$ cat config.mk
export PLATFORM = sky130hd
export DESIGN_NAME = emu_ff_bank
export DESIGN_NICKNAME = d
export VERILOG_FILES = /design/src/rtl/ffbank_pkg.sv /design/src/rtl/ffbank_ctrl.sv /design/src/rtl/ffbank_dp.sv /design/src/rtl/emu_ff_bank.sv
export SDC_FILE = /design/constraint.sdc
export NUM_CORES = 1
export LEC_CHECK = 0
export BUFFER_PORTS_ARGS = -buffer_cell sky130_fd_sc_hd__buf_2
export CORE_ASPECT_RATIO = 0.6
export CORE_MARGIN = 1
export CORE_UTILIZATION = 46
export DETAILED_ROUTE_END_ITERATION = 7
export GPL_ROUTABILITY_DRIVEN = 0
export PLACE_DENSITY = 0.85
export REMOVE_ABC_BUFFERS = 1
export SLEW_MARGIN = 30
export SYNTH_ARGS = -nofsm -noshare
export SYNTH_HDL_FRONTEND = slang
export SYNTH_SLANG_ARGS = --single-unit
export TNS_END_PERCENT = 100
$ cat constraint.sdc
create_clock -name clk -period 2.1 [get_ports clk]
set_input_delay 0.21 -clock clk [delete_from_list [all_inputs] [get_ports clk]]
set_output_delay 0.21 -clock clk [all_outputs]
set_load 0.005 [all_outputs]
$ cat src/rtl/ffbank_pkg.sv
package ffbank_pkg;
  // Strobes from control to datapath
  typedef struct packed {
    logic forceOff;   // drive true registers low, complement registers high
    logic setOn;      // preset request (yields to forceOff on true registers)
  } ffCtl_t;
endpackage

$ cat src/rtl/ffbank_ctrl.sv
module ffbank_ctrl
  import ffbank_pkg::*;
(
  input  logic   rst,
  input  logic   preset,
  input  logic   clear,
  output ffCtl_t ctl
);
  // Reset acts exactly like a clear on every register
  always_comb begin
    ctl.forceOff = rst | clear;
    ctl.setOn    = preset;
  end
endmodule

$ cat src/rtl/ffbank_dp.sv
module ffbank_dp
  import ffbank_pkg::*;
#(
  parameter int WIDTH = 4
) (
  input  logic             clk,
  input  logic             rst,
  input  ffCtl_t           ctl,
  input  logic [WIDTH-1:0] dIn,
  input  logic [WIDTH-1:0] tIn,
  input  logic [WIDTH-1:0] jIn,
  input  logic [WIDTH-1:0] kIn,
  input  logic [WIDTH-1:0] sIn,
  input  logic [WIDTH-1:0] rIn,
  output logic [WIDTH-1:0] dTrue,
  output logic [WIDTH-1:0] dComp,
  output logic [WIDTH-1:0] tTrue,
  output logic [WIDTH-1:0] tComp,
  output logic [WIDTH-1:0] jkTrue,
  output logic [WIDTH-1:0] jkComp,
  output logic [WIDTH-1:0] srTrue,
  output logic [WIDTH-1:0] srComp
);
  localparam logic [WIDTH-1:0] ALL_ONE = {WIDTH{1'b1}};

  logic [WIDTH-1:0] dTNxt, dCNxt, tTNxt, tCNxt;
  logic [WIDTH-1:0] jkTNxt, jkCNxt, srTNxt, srCNxt;

  logic offT, preT, preC, offC;
  assign offT = ~ctl.forceOff;                 // ANDed into every true term
  assign preT = ctl.setOn & ~ctl.forceOff;     // preset term on true side
  assign preC = ~ctl.setOn;                    // ANDed into complement data terms
  assign offC = ctl.forceOff;                  // lone term on complement side

  genvar gi;
  generate
    for (gi = 0; gi < WIDTH; gi++) begin : g_lane
      // data pair
      assign dTNxt[gi]  = (dIn[gi] & offT) | preT;
      assign dCNxt[gi]  = (~dIn[gi] & preC) | offC;
      // toggle pair, each from its own feedback
      assign tTNxt[gi]  = (tIn[gi] & ~tTrue[gi] & offT)
                        | (~tIn[gi] & tTrue[gi] & offT) | preT;
      assign tCNxt[gi]  = (tIn[gi] & ~tComp[gi] & preC)
                        | (~tIn[gi] & tComp[gi] & preC) | offC;
      // J-K pair, complement uses the dual rule
      assign jkTNxt[gi] = (jIn[gi] & ~jkTrue[gi] & offT)
                        | (~kIn[gi] & jkTrue[gi] & offT) | preT;
      assign jkCNxt[gi] = (kIn[gi] & ~jkComp[gi] & preC)
                        | (~jIn[gi] & jkComp[gi] & preC) | offC;
      // set-reset pair
      assign srTNxt[gi] = (sIn[gi] & offT)
                        | (~rIn[gi] & srTrue[gi] & offT) | preT;
      assign srCNxt[gi] = (rIn[gi] & preC)
                        | (~sIn[gi] & srComp[gi] & preC) | offC;
    end
  endgenerate

  always_ff @(posedge clk) begin
    dTrue  <= dTNxt;
    dComp  <= dCNxt;
    tTrue  <= tTNxt;
    tComp  <= tCNxt;
    jkTrue <= jkTNxt;
    jkComp <= jkCNxt;
    srTrue <= srTNxt;
    srComp <= srCNxt;
  end

  // clear or reset wins
  p_clear_wins_r2: assert property (@(posedge clk)
    ctl.forceOff |=> (dTrue == '0) && (tTrue == '0) && (jkTrue == '0) && (srTrue == '0)
                  && (dComp == ALL_ONE) && (tComp == ALL_ONE)
                  && (jkComp == ALL_ONE) && (srComp == ALL_ONE));

  // preset alone
  p_preset_r3: assert property (@(posedge clk) disable iff (rst)
    (ctl.setOn && !ctl.forceOff) |=> (dTrue == ALL_ONE) && (srTrue == ALL_ONE)
                  && (tComp == '0) && (jkComp == '0));

  // data load
  p_dload_r4: assert property (@(posedge clk) disable iff (rst)
    (!ctl.setOn && !ctl.forceOff) |=> (dTrue == $past(dIn)) && (dComp == ~$past(dIn)));

  // toggle on own value
  p_toggle_r5: assert property (@(posedge clk) disable iff (rst)
    (!ctl.setOn && !ctl.forceOff) |=> (tComp == ($past(tComp) ^ $past(tIn))));

  // S and R together drive both outputs high
  p_sr_both_r9: assert property (@(posedge clk) disable iff (rst)
    (!ctl.setOn && !ctl.forceOff) |=>
      ((srTrue & srComp & $past(sIn & rIn)) == $past(sIn & rIn)));

  // non set-reset pairs stay inverse after reset
  p_inverse_r10: assert property (@(posedge clk) disable iff (rst)
    $past(!rst) |-> ((dTrue ^ dComp) == ALL_ONE) && ((tTrue ^ tComp) == ALL_ONE)
                 && ((jkTrue ^ jkComp) == ALL_ONE));
endmodule

$ cat src/rtl/emu_ff_bank.sv
module emu_ff_bank
  import ffbank_pkg::*;
#(
  parameter int WIDTH = 4
) (
  input  logic             clk,
  input  logic             rst,
  input  logic             preset,
  input  logic             clear,
  input  logic [WIDTH-1:0] dIn,
  input  logic [WIDTH-1:0] tIn,
  input  logic [WIDTH-1:0] jIn,
  input  logic [WIDTH-1:0] kIn,
  input  logic [WIDTH-1:0] sIn,
  input  logic [WIDTH-1:0] rIn,
  output logic [WIDTH-1:0] dTrue,
  output logic [WIDTH-1:0] dComp,
  output logic [WIDTH-1:0] tTrue,
  output logic [WIDTH-1:0] tComp,
  output logic [WIDTH-1:0] jkTrue,
  output logic [WIDTH-1:0] jkComp,
  output logic [WIDTH-1:0] srTrue,
  output logic [WIDTH-1:0] srComp
);
  ffCtl_t ctl;

  ffbank_ctrl u_ctrl (
    .rst    (rst),
    .preset (preset),
    .clear  (clear),
    .ctl    (ctl)
  );

  ffbank_dp #(.WIDTH(WIDTH)) u_dp (
    .clk    (clk),
    .rst    (rst),
    .ctl    (ctl),
    .dIn    (dIn),
    .tIn    (tIn),
    .jIn    (jIn),
    .kIn    (kIn),
    .sIn    (sIn),
    .rIn    (rIn),
    .dTrue  (dTrue),
    .dComp  (dComp),
    .tTrue  (tTrue),
    .tComp  (tComp),
    .jkTrue (jkTrue),
    .jkComp (jkComp),
    .srTrue (srTrue),
    .srComp (srComp)
  );
endmodule

== Yosys cells after proc, flatten, opt, wreduce, memory -nomap -nowiden ==
Cells that the tools add are included.
Word-level totals
  bits in registers: 32
  output and inout bits: 32
  word-level logic and storage cells: 204
Operators by class
  bitwise gates (word level): 196
Operator list (number)
  1-bit AND: 97
  1-bit bitwise OR: 57
  1-bit inverter: 42

== Depth between registers and ports, before layout ==
Gate-level depths: netlist of run 1.
  depth in word-level cells: 5
  mapped depth: 3

== Modules after synthesis ==
Synthesis of run 1 repeated with hierarchy kept, for this count alone.
Second synthesis, totals
  cell total of the unflattened synthesis: 116
  area, all modules: 1174.9 µm²
Modules (own cells, without submodules)
  ffbank_dp: times used 1, cells an instance 114, area an instance 1161.1 µm²
  ffbank_ctrl: times used 1, cells an instance 2, area an instance 13.8 µm²

== Worst setup path after synthesis of run 1 ==
Ideal clock, no wire load.
  path type: flip-flop to flip-flop
  from: register u_dp.srTrue[0]
  to: register u_dp.srTrue[0]
  arrival time: 628 ps
  required time: 1980 ps
  slack: 1352 ps
  cell stages (with the launch flop): 3
  buffers on the path: 0
  clock period less this slack: 748 ps
  path through: dfxtp_1 > nor2b_1 > o31a_1
Between the ends
  longest elaborated chain between the ends: 4
Ends and longest elaborated chain
  start: declaration: RTL line ffbank_dp.sv:21  | output logic [WIDTH-1:0] srTrue,
  start signal: assignment: RTL line ffbank_dp.sv:66  | srTrue <= srTNxt;
  1-bit AND (2 in series): RTL line ffbank_dp.sv:53  | | (~rIn[gi] & srTrue[gi] & offT) | preT;
  1-bit bitwise OR (2 in series): RTL line ffbank_dp.sv:53
  net u_dp.srTNxt[0]: RTL line ffbank_dp.sv:27  | logic [WIDTH-1:0] jkTNxt, jkCNxt, srTNxt, srCNxt;
The timed path passes the listed nets, and every way through them passes these cells.

== Worst setup path after layout of run 1 ==
  from: register u_dp.jkTrue[2]
  to: output jkTrue[2]
RTL lines
  start: declaration: RTL line ffbank_dp.sv:19  | output logic [WIDTH-1:0] jkTrue,
  start signal: assignment: RTL line ffbank_dp.sv:64  | jkTrue <= jkTNxt;
  end: declaration: RTL line emu_ff_bank.sv:20  | output logic [WIDTH-1:0] jkTrue,
No word-level cell between the ends.

==> results.yml, run 1 <==
clock_network:
  h-tree-depth: 2
  clk_pin_slew_worst_paths_ns: 0.06
  cts_tree: "yes"
  ctsHoldBuffers: 0
  clkLatencyLatePin_ns: 0.27
  cts-buffers-inserted: 5
  cts_max_path_buffers: 2
  post_cts_resized: 0
  cts.sinks: 32
  post_cts_buffers: 0
  cts_root_buf: "clkbuf_8"
floorplan:
  core.rowCount: 13
  coreArea_mm2: 0.00223
  die_y_um: 40.1
  start_util: 0.500
  dieArea_mm2: 0.00263
  io_pins: 60
  die_x_um: 65.6
sta:
  min_period_over_period: 0.458
  hold_ws_ns: 0.153
  max_freq_ghz: 1.04
  worst_slew_pin_slew_ns: 0.531
  finClkSkew_ns: 0
  slew-limit-headroom: 0.645
  rsz0062_at_grt: "no"
  finalSetupViolCount: 0
  tns_ns: 0
  hold_viol_final: 0
  drv_slew: 0
  finalCriticalPeriod_ns: 0.962
setup_path:
  slowest_stage: "dfxtp_1"
  arrival_ns: 0.75
  cp_num_buf_inv: 1
  cp.required_ns: 1.89
  cpLargestDelayFamily: "flip-flops"
  endpoint_kind: "output port"
  cp_cell_sequence: "buf_2"
  ff2ff_path_depth: 2
  worst-path-max-fanout: 3
  critical_path_class: "reg2out"
  worstSetupStartpointType: "flop"
  cp.depth: 1
  slowest_delay_ns: 0.36
power_and_ir_drop:
  p_sw_w: 0.000287
  internal_power_w: 0.000974
  power.share.clock: 0.371
  p_leak_nw: 0.761
  power_density_mw_per_mm2: 848
  combPwrFrac: 0.106
  p_seq_frac: 0.523
  peakVddDrop_mv: 0.663
  swShare: 0.227
finish:
  fin_nets: 195
  multi_input_comb_area_um2: 377
  drive_above_1_share: 0.405
  antenna_cells: 0
  fin_util: 0.668
  ff_latch_area_um2: 641
  fillers: 175
  area.growth.synth_to_final_pct: 33.4
synth:
  syn_avg_cell_area_um2: 10.5
  yosys-top-cells-count: "dfxtp_1, o21ai_0, inv_1"
  synth_area_leader_cell: "dfxtp_1"
  synth_top_area_frac: 0.575
  yosysMostFrequentCell: "dfxtp_1"
  synthTopCellsByArea: "dfxtp_1, o21ai_0, o21a_1, buf_6, inv_1"
  synth_seq_area_share: 0.575
  syn_area_mm2: 0.00111
  synthDistinctLibCells: 15
  ys.warnings.count: 0
  syn_inst: 106
  synth_edf_count: 0
  ys_ff_latch: 32
  async_flop_share: 0
  synthFlopType: "dfxtp_1"
worst_hold_path:
  holdPathStages: 2
  hp-class: "in2reg"
global_route:
  grt_pass1_wl_um: 2860
  grt_max_degree: 29
  gr-total-overflow: 0
  grt_pass1_vias: 666
  grt_antenna_before_repair: 0
  grt_usage: 0.156
detailed_routing:
  dr.pass1.iters: 4
  drc_errors: 0
  wire_per_inst_um: 10.8
  drt_iter0_drc: 26
  antenna_left: 0
  routed_wl_um: 2140
  route.vias.total: 913
  vias_per_cell: 4.61
placed_design:
  dp_hpwl_um: 1570
  port_buffers: 59
outcome:
  status: "complete, no violations"
job:
  drv_cap: 0
flip-flops by register name, indices dropped and copies added (netlist names):
signal / cells
u_dp.dTrue: 4
u_dp.tComp: 4
u_dp.jkTrue: 4
u_dp.jkComp: 4
u_dp.dComp: 4
u_dp.tTrue: 4
u_dp.srTrue: 4
u_dp.srComp: 4
cells by family after synthesis:
| family | count (synthesis) | synth area share |
|---|---|---|
| AND/OR/NAND/NOR | 9 | 0.0460 |
| buffers and inverters | 17 | 0.0875 |
| flip-flops | 32 | 0.575 |
| XOR/XNOR | 8 | 0.0628 |
| multiplexers | 4 | 0.0359 |
| AO/OA/AOI/OAI | 36 | 0.193 |
layout by cell type, fill, tap and decap left out, drive strengths merged:
| cell | count |
|---|---|
| nor2 | 5 |
| mux2i | 4 |
| nor2b | 4 |
| buf | 59 |
| o31a | 4 |
| a21oi | 8 |
| dfxtp | 32 |
| xor2 | 4 |
| o21ai | 16 |
| o21a | 8 |
| clkbuf | 6 |
| inv | 12 |
| xnor2 | 4 |
| clkinv | 2 |
cell type report:
type / count / area share
repair buffers: 59 / 0.198
flip-flops and latches: 32 / 0.431
clock inverters: 2 / 0.00673
multi-input cells: 57 / 0.253
well taps: 30 / 0.0252
inverters: 12 / 0.0303
clock buffers: 6 / 0.0555
power by group through the flow:
stage / clock network [W] / logic [W] / registers (W)
global route: 0.000512 / 0.000149 / 0.000663
global placement: 0 / 0.000130 / 0.000671
detailed placement: 0 / 0.000135 / 0.000672
floorplan: 0 / 0.0000510 / 0.000677
CTS: 0.000480 / 0.000135 / 0.000660
finish: 0.000468 / 0.000134 / 0.000659
stage by stage:
step           total power, W  setup WS (ns)  cell area [um^2]  cells
6_report              0.00126           1.14              1490    198
5_1_grt               0.00132           1.07              1490    198
4_1_cts               0.00127           1.13              1490    198
3_5_place_dp         0.000807          0.920              1400    190
3_3_place_gp         0.000802          0.988              1400    190
2_1_floorplan        0.000728           1.27              1060    101
final timing paths:
path	to	slack [ns]	start
worst min register to register	u_dp.srComp[0]	0.53	u_dp.srComp[0]
worst max register to register	u_dp.jkComp[0]	1.30	u_dp.jkComp[0]
worst max-delay path	jkTrue[2]	1.14	u_dp.jkTrue[2]
worst min-delay path	u_dp.dComp[1]	0.15	dIn[1]
routing by layer:
layer | share of wire | global-route usage | vias up | wire length (um)
met5 | 0 | 0 | - | 0
met4 | 0.0047 | 0.0652 | 0 | 10
met3 | 0.095 | 0.0767 | 4 | 204
met2 | 0.43 | 0.242 | 41 | 912
met1 | 0.47 | 0.187 | 399 | 1020
li1 | - | - | 469 | -
No activity file was read; power rests on OpenSTA's default activity.
==> run 2: changes to the inputs <==
--- a/config.mk
+++ b/config.mk
@@ -8,10 +8,10 @@
 export BUFFER_PORTS_ARGS = -buffer_cell sky130_fd_sc_hd__buf_2
 export CORE_ASPECT_RATIO = 0.6
 export CORE_MARGIN = 1
-export CORE_UTILIZATION = 46
+export CORE_UTILIZATION = 39
 export DETAILED_ROUTE_END_ITERATION = 7
 export GPL_ROUTABILITY_DRIVEN = 0
-export PLACE_DENSITY = 0.85
+export PLACE_DENSITY = 0.77
 export REMOVE_ABC_BUFFERS = 1
 export SLEW_MARGIN = 30
 export SYNTH_ARGS = -nofsm -noshare
==> constraint.sdc (replaced) <==
create_clock -name clk -period 0.8 [get_ports clk]
set_input_delay 0.08 -clock clk [delete_from_list [all_inputs] [get_ports clk]]
set_output_delay 0.08 -clock clk [all_outputs]
set_load 0.005 [all_outputs]
==> run 2 against run 1 <==
Highest routed layer unchanged. Core utilization down 2.9 points. Sequential cell count unchanged. Clock-buffer cell count increased by 1. Clock power grew to 3.5 times the previous value. Critical endpoint is now tComp[3]. The run now ends with DRC, setup timing left.
==> results.yml, run 2 (same netlist as run 1, synthesis figures left out) <==
sta:
  worst_slew_pin_slew_ns: 0.426
  min_period_over_period: 1.01
  slew-limit-headroom: 0.716
  hold_viol_final: 0
  tns_ns: -0.0434
  max_freq_ghz: 1.24
  finalCriticalPeriod_ns: 0.809
  finClkSkew_ns: 0
  finalSetupViolCount: 10
  drv_slew: 0
  rsz0062_at_grt: "yes"
  fin_ws_ns: -0.00918
power_and_ir_drop:
  p_leak_nw: 0.827
  power_density_mw_per_mm2: 2300
  peakVddDrop_mv: 1.32
finish:
  post-route-cell-area_mm2: 0.00167
  drive_above_1_share: 0.593
  layout_common_cells: "buf_2, dfxtp_2, inv_1, o21ai_0"
  fillers: 225
  fin_nets: 199
  area.growth.synth_to_final_pct: 49.5
  ff_latch_area_um2: 673
  multi_input_comb_area_um2: 407
  final_common_cell: "buf_2"
  antenna_cells: 0
floorplan:
  coreArea_mm2: 0.00261
  start_util: 0.427
  io_pins: 60
  die_x_um: 71.0
  dieArea_mm2: 0.00308
  core.rowCount: 14
  die_y_um: 43.4
worst_hold_path:
  hp-class: "in2reg"
detailed_routing:
  routed_wl_um: 2450
  route.vias.total: 962
  wire_per_inst_um: 12.0
  drc_errors: 12
  antenna_left: 0
  dr.pass1.iters: 5
  vias_per_cell: 4.72
  drt_iter0_drc: 41
placed_design:
  port_buffers: 59
  dp_hpwl_um: 1710
  placed_area_mm2: 0.00142
  place_ws_ns: -0.0281
global_route:
  grt_antenna_before_repair: 0
  gr-total-overflow: 0
  grt_pass1_wl_um: 3650
  grt_pass1_vias: 851
  grt_usage: 0.165
  grt_max_degree: 29
outcome:
  violations: "DRC, setup timing"
  status: "finished, violations left"
setup_path:
  arrival_ns: 0.73
  endpoint_kind: "output port"
  critical_path_class: "reg2out"
  cp_num_buf_inv: 1
  cp.required_ns: 0.72
  slowest_delay_ns: 0.34
  cp_cell_sequence: "buf_2"
  worst-path-max-fanout: 2
  worstSetupStartpointType: "flop"
  slowest_stage: "dfxtp_2"
  cpLargestDelayFamily: "flip-flops"
clock_network:
  cts_root_buf: "clkbuf_8"
  cts-buffers-inserted: 5
  cts.sinks: 32
  cts_max_path_buffers: 2
  h-tree-depth: 2
  clkLatencyLatePin_ns: 0.28
  cts_tree: "yes"
  clk_pin_slew_worst_paths_ns: 0.06
job:
  drv_cap: 0
## run 2: cell count changes in the layout (fill, tap and decap cells not counted), sizes merged
cell	previous run	this run
buf	59	63
bufinv	0	1
clkbuf	6	7
clkinv	2	0
## run 2: layout make-up
cell class                      instances  area share
Clock buffer                            7      0.0578
Clock inverter                          1      0.0180
Inverter                               12      0.0270
Multi-Input combinational cell         57       0.244
Sequential cell                        32       0.404
Tap cell                               32      0.0240
Timing Repair Buffer                   63       0.225
## run 2: layer usage
metal  vias up  wire [um]  GRT usage
met2        47       1120      0.256
met5         -          0          0
met3        10        229     0.0674
met1       427       1030      0.182
met4         0         76      0.136
li1        478          -          -
## run 2: where the power goes
part / switching (W) / total [W] / internal [W]
combinational: 0.000184 / 0.000423 / 0.000239
clock: 0.000560 / 0.00166 / 0.00110
sequential: 0.0000509 / 0.00175 / 0.00170
total: 0.000795 / 0.00383 / 0.00304
## run 2: through the flow
step / total power (W) / cells / util / hold WS, ns
global route: 0.00400 / 204 / 0.639 / 0.0243
finish: 0.00383 / 204 / 0.639 / 0.0179
detailed placement: 0.00214 / 193 / 0.543 / 0.310
global placement: 0.00212 / 193 / 0.543 / 0.294
CTS: 0.00384 / 204 / 0.611 / 0.00536
floorplan: 0.00191 / 101 / - / 0.176
## run 2: repair_timing
item,4_1_cts,5_1_grt
hold buffers,0,0
buffers inserted,3,0
hold endpoints to repair,0,0
resized for setup,22,15
endpoints found under the setup margin,25,30
## run 2: path summary, 6_finish.rpt
| kind | start | to | slack [ns] | cells after the start |
|---|---|---|---|---|
| hold reg to reg | u_dp.srComp[0] | u_dp.srComp[0] | 0.53 | 2 |
| hold / removal | dIn[3] | u_dp.dComp[3] | 0.02 | 2 |
| setup / recovery | u_dp.tComp[3] | tComp[3] | -0.009 | 1 |
| setup reg to reg | u_dp.srTrue[2] | u_dp.srTrue[2] | 0.01 | 2 |
==> run 3: changes to the inputs <==
--- a/config.mk
+++ b/config.mk
@@ -11,10 +11,11 @@
 export CORE_UTILIZATION = 39
 export DETAILED_ROUTE_END_ITERATION = 7
 export GPL_ROUTABILITY_DRIVEN = 0
-export PLACE_DENSITY = 0.77
+export PLACE_DENSITY = 0.76
 export REMOVE_ABC_BUFFERS = 1
 export SLEW_MARGIN = 30
 export SYNTH_ARGS = -nofsm -noshare
 export SYNTH_HDL_FRONTEND = slang
+export SYNTH_HIERARCHICAL = 1
 export SYNTH_SLANG_ARGS = --single-unit
 export TNS_END_PERCENT = 100
==> run 3 against run 2 <==
Critical endpoint is now jkComp[3]. Final area stayed put. Maximum frequency grew 1.3%. Non-clock buffer count is 1 lower. Register-to-register slack barely moved. The run now ends clean.
==> results.yml, run 3 <==
outcome:
  status: "complete, no violations"
power_and_ir_drop:
  p_seq_frac: 0.482
  p_leak_nw: 0.855
  internal_power_w: 0.00286
  power_density_mw_per_mm2: 2180
  power.share.clock: 0.402
  combPwrFrac: 0.116
  total_power_w: 0.00364
  peakVddDrop_mv: 0.916
  p_sw_w: 0.000778
  swShare: 0.214
floorplan:
  die_x_um: 72.9
  die_y_um: 44.5
  coreArea_mm2: 0.00268
  dieArea_mm2: 0.00324
  start_util: 0.438
  io_pins: 60
  core.rowCount: 14
global_route:
  gr-total-overflow: 0
  grt_max_degree: 21
  grt_usage: 0.165
  grt_antenna_before_repair: 0
  grt_pass1_wl_um: 3850
  grt_pass1_vias: 911
finish:
  antenna_cells: 0
  final_common_cell: "buf_2"
  multi_input_comb_area_um2: 407
  fillers: 256
  fin_util: 0.622
  post-route-cell-area_mm2: 0.00167
  area.growth.synth_to_final_pct: 41.9
  fin_nets: 206
  drive_above_1_share: 0.581
  ff_latch_area_um2: 672
  layout_common_cells: "buf_2, dfxtp_2, inv_1, a21o_1, a21oi_1"
sta:
  finalCriticalPeriod_ns: 0.799
  worst_slew_pin_slew_ns: 0.231
  hold_ws_ns: 0.0447
  drv_slew: 0
  finClkSkew_ns: 0
  rsz0062_at_grt: "yes"
  slew-limit-headroom: 0.845
  fin_ws_ns: 0.000909
  max_freq_ghz: 1.25
  finalSetupViolCount: 0
  min_period_over_period: 0.999
  hold_viol_final: 0
synth:
  synth_mux_area_frac: 0.0341
  synthFlopType: "dfxtp_1"
  async_flop_share: 0
  synthDistinctLibCells: 22
  yosys-top-cells-count: "dfxtp_1, inv_1, a21o_1"
  syn_area_mm2: 0.00117
  ys_ff_latch: 32
  synth_xor_area_frac: 0.0596
  ys.warnings.count: 6
  synth_seq_area_share: 0.545
  yosys.area_share.adder: 0
  synth_compound_area_frac: 0.175
  synthTopCellsByArea: "dfxtp_1, a21o_1, a21oi_1, buf_6, inv_1"
  synth_top_family_by_area: "compound AO/OA/AOI/OAI gates"
  yosysMostFrequentCell: "dfxtp_1"
  synth_area_leader_cell: "dfxtp_1"
  synth-simple-area-share: 0.0777
  synth_top_area_frac: 0.545
  syn_inst: 116
  syn_avg_cell_area_um2: 10.1
  synth_edf_count: 0
job:
  drv_cap: 0
setup_path:
  slowest_delay_ns: 0.34
  cp_cell_sequence: "buf_2"
  slowest_stage: "dfxtp_2"
  worst-path-max-fanout: 2
  critical_path_class: "reg2out"
  endpoint_kind: "output port"
  arrival_ns: 0.72
  cp_num_buf_inv: 1
  worstSetupStartpointType: "flop"
  cp.required_ns: 0.72
  cpLargestDelayFamily: "flip-flops"
placed_design:
  placed_area_mm2: 0.00147
  place_ws_ns: -0.165
  dp_hpwl_um: 1830
  port_buffers: 59
detailed_routing:
  wire_per_inst_um: 11.5
  drc_errors: 0
  dr.pass1.iters: 4
  antenna_left: 0
  drt_iter0_drc: 10
  routed_wl_um: 2520
  route.vias.total: 973
  vias_per_cell: 4.44
clock_network:
  cts-buffers-inserted: 5
  clk_pin_slew_worst_paths_ns: 0.06
  cts_max_path_buffers: 2
  h-tree-depth: 2
  clkLatencyLatePin_ns: 0.27
  cts.sinks: 32
  cts_root_buf: "clkbuf_8"
  cts_tree: "yes"
worst_hold_path:
  hp-class: "in2reg"
[run 3: layer usage]
metal / routed length [um] / track usage
met5: 0 / 0
met3: 181 / 0.0638
met2: 1180 / 0.286
met4: 8 / 0.0824
met1: 1140 / 0.180
[run 3: cell type report]
| cell class | count | area share |
|---|---|---|
| multi-input combinational | 61 | 0.244 |
| clock inverter | 2 | 0.0210 |
| inverter | 16 | 0.0375 |
| sequential | 32 | 0.403 |
| tap | 40 | 0.0300 |
| timing repair buffer | 62 | 0.221 |
| clock buffer | 6 | 0.0435 |
[run 3: logic make-up (layout without fill, tap and decap cells)]
| logic type | count (synthesis) | in the layout |
|---|---|---|
| AOI/OAI and AO/OA | 32 | 32 |
| and+or+nand+nor | 17 | 17 |
| buffers and inverters | 23 | 86 |
| muxes | 4 | 4 |
| xor gates and xnor gates | 8 | 8 |
| DFF | 32 | 32 |
[run 3: worst min-delay path: stages]
cell,delay [ns]
buf_2,0.08
a211oi_1,0.04
nor2_1,0.07
[run 3: path summary, 6_finish.rpt]
check | from | end | slack, ns | cells past startpoint
setup / recovery | u_dp/jkComp[3] | jkComp[3] | 0.0009 | 1
hold / removal | sIn[2] | u_dp/srTrue[2] | 0.04 | 3
setup reg to reg | u_dp/tTrue[0] | u_dp/tTrue[0] | 0.01 | 3
hold reg to reg | u_dp/srTrue[2] | u_dp/srTrue[2] | 0.51 | 2
[run 3: per-stage QoR]
step / TNS [ns] / std cells
final: 0 / 219
after global routing: -0.495 / 219
after CTS: -0.113 / 218
after detailed placement: -2.23 / 210
after global placement: -1.88 / 210
after floorplan: -2.69 / 109
[run 3: power groups by stage]
stage,sequential (W),combinational [W],clock [W]
3_5_place_dp,0.00177,0.000389,0
5_1_grt,0.00176,0.000469,0.00159
2_1_floorplan,0.00178,0.000169,0
4_1_cts,0.00175,0.000398,0.00151
6_report,0.00175,0.000422,0.00146
3_3_place_gp,0.00176,0.000375,0
[run 3: timing repair]
action	4_1_cts	5_1_grt
gates resized for setup	26	8
hold buffers	0	0
setup buffers	0	1
endpoints found under the setup margin	24	27
pin swaps	0	1
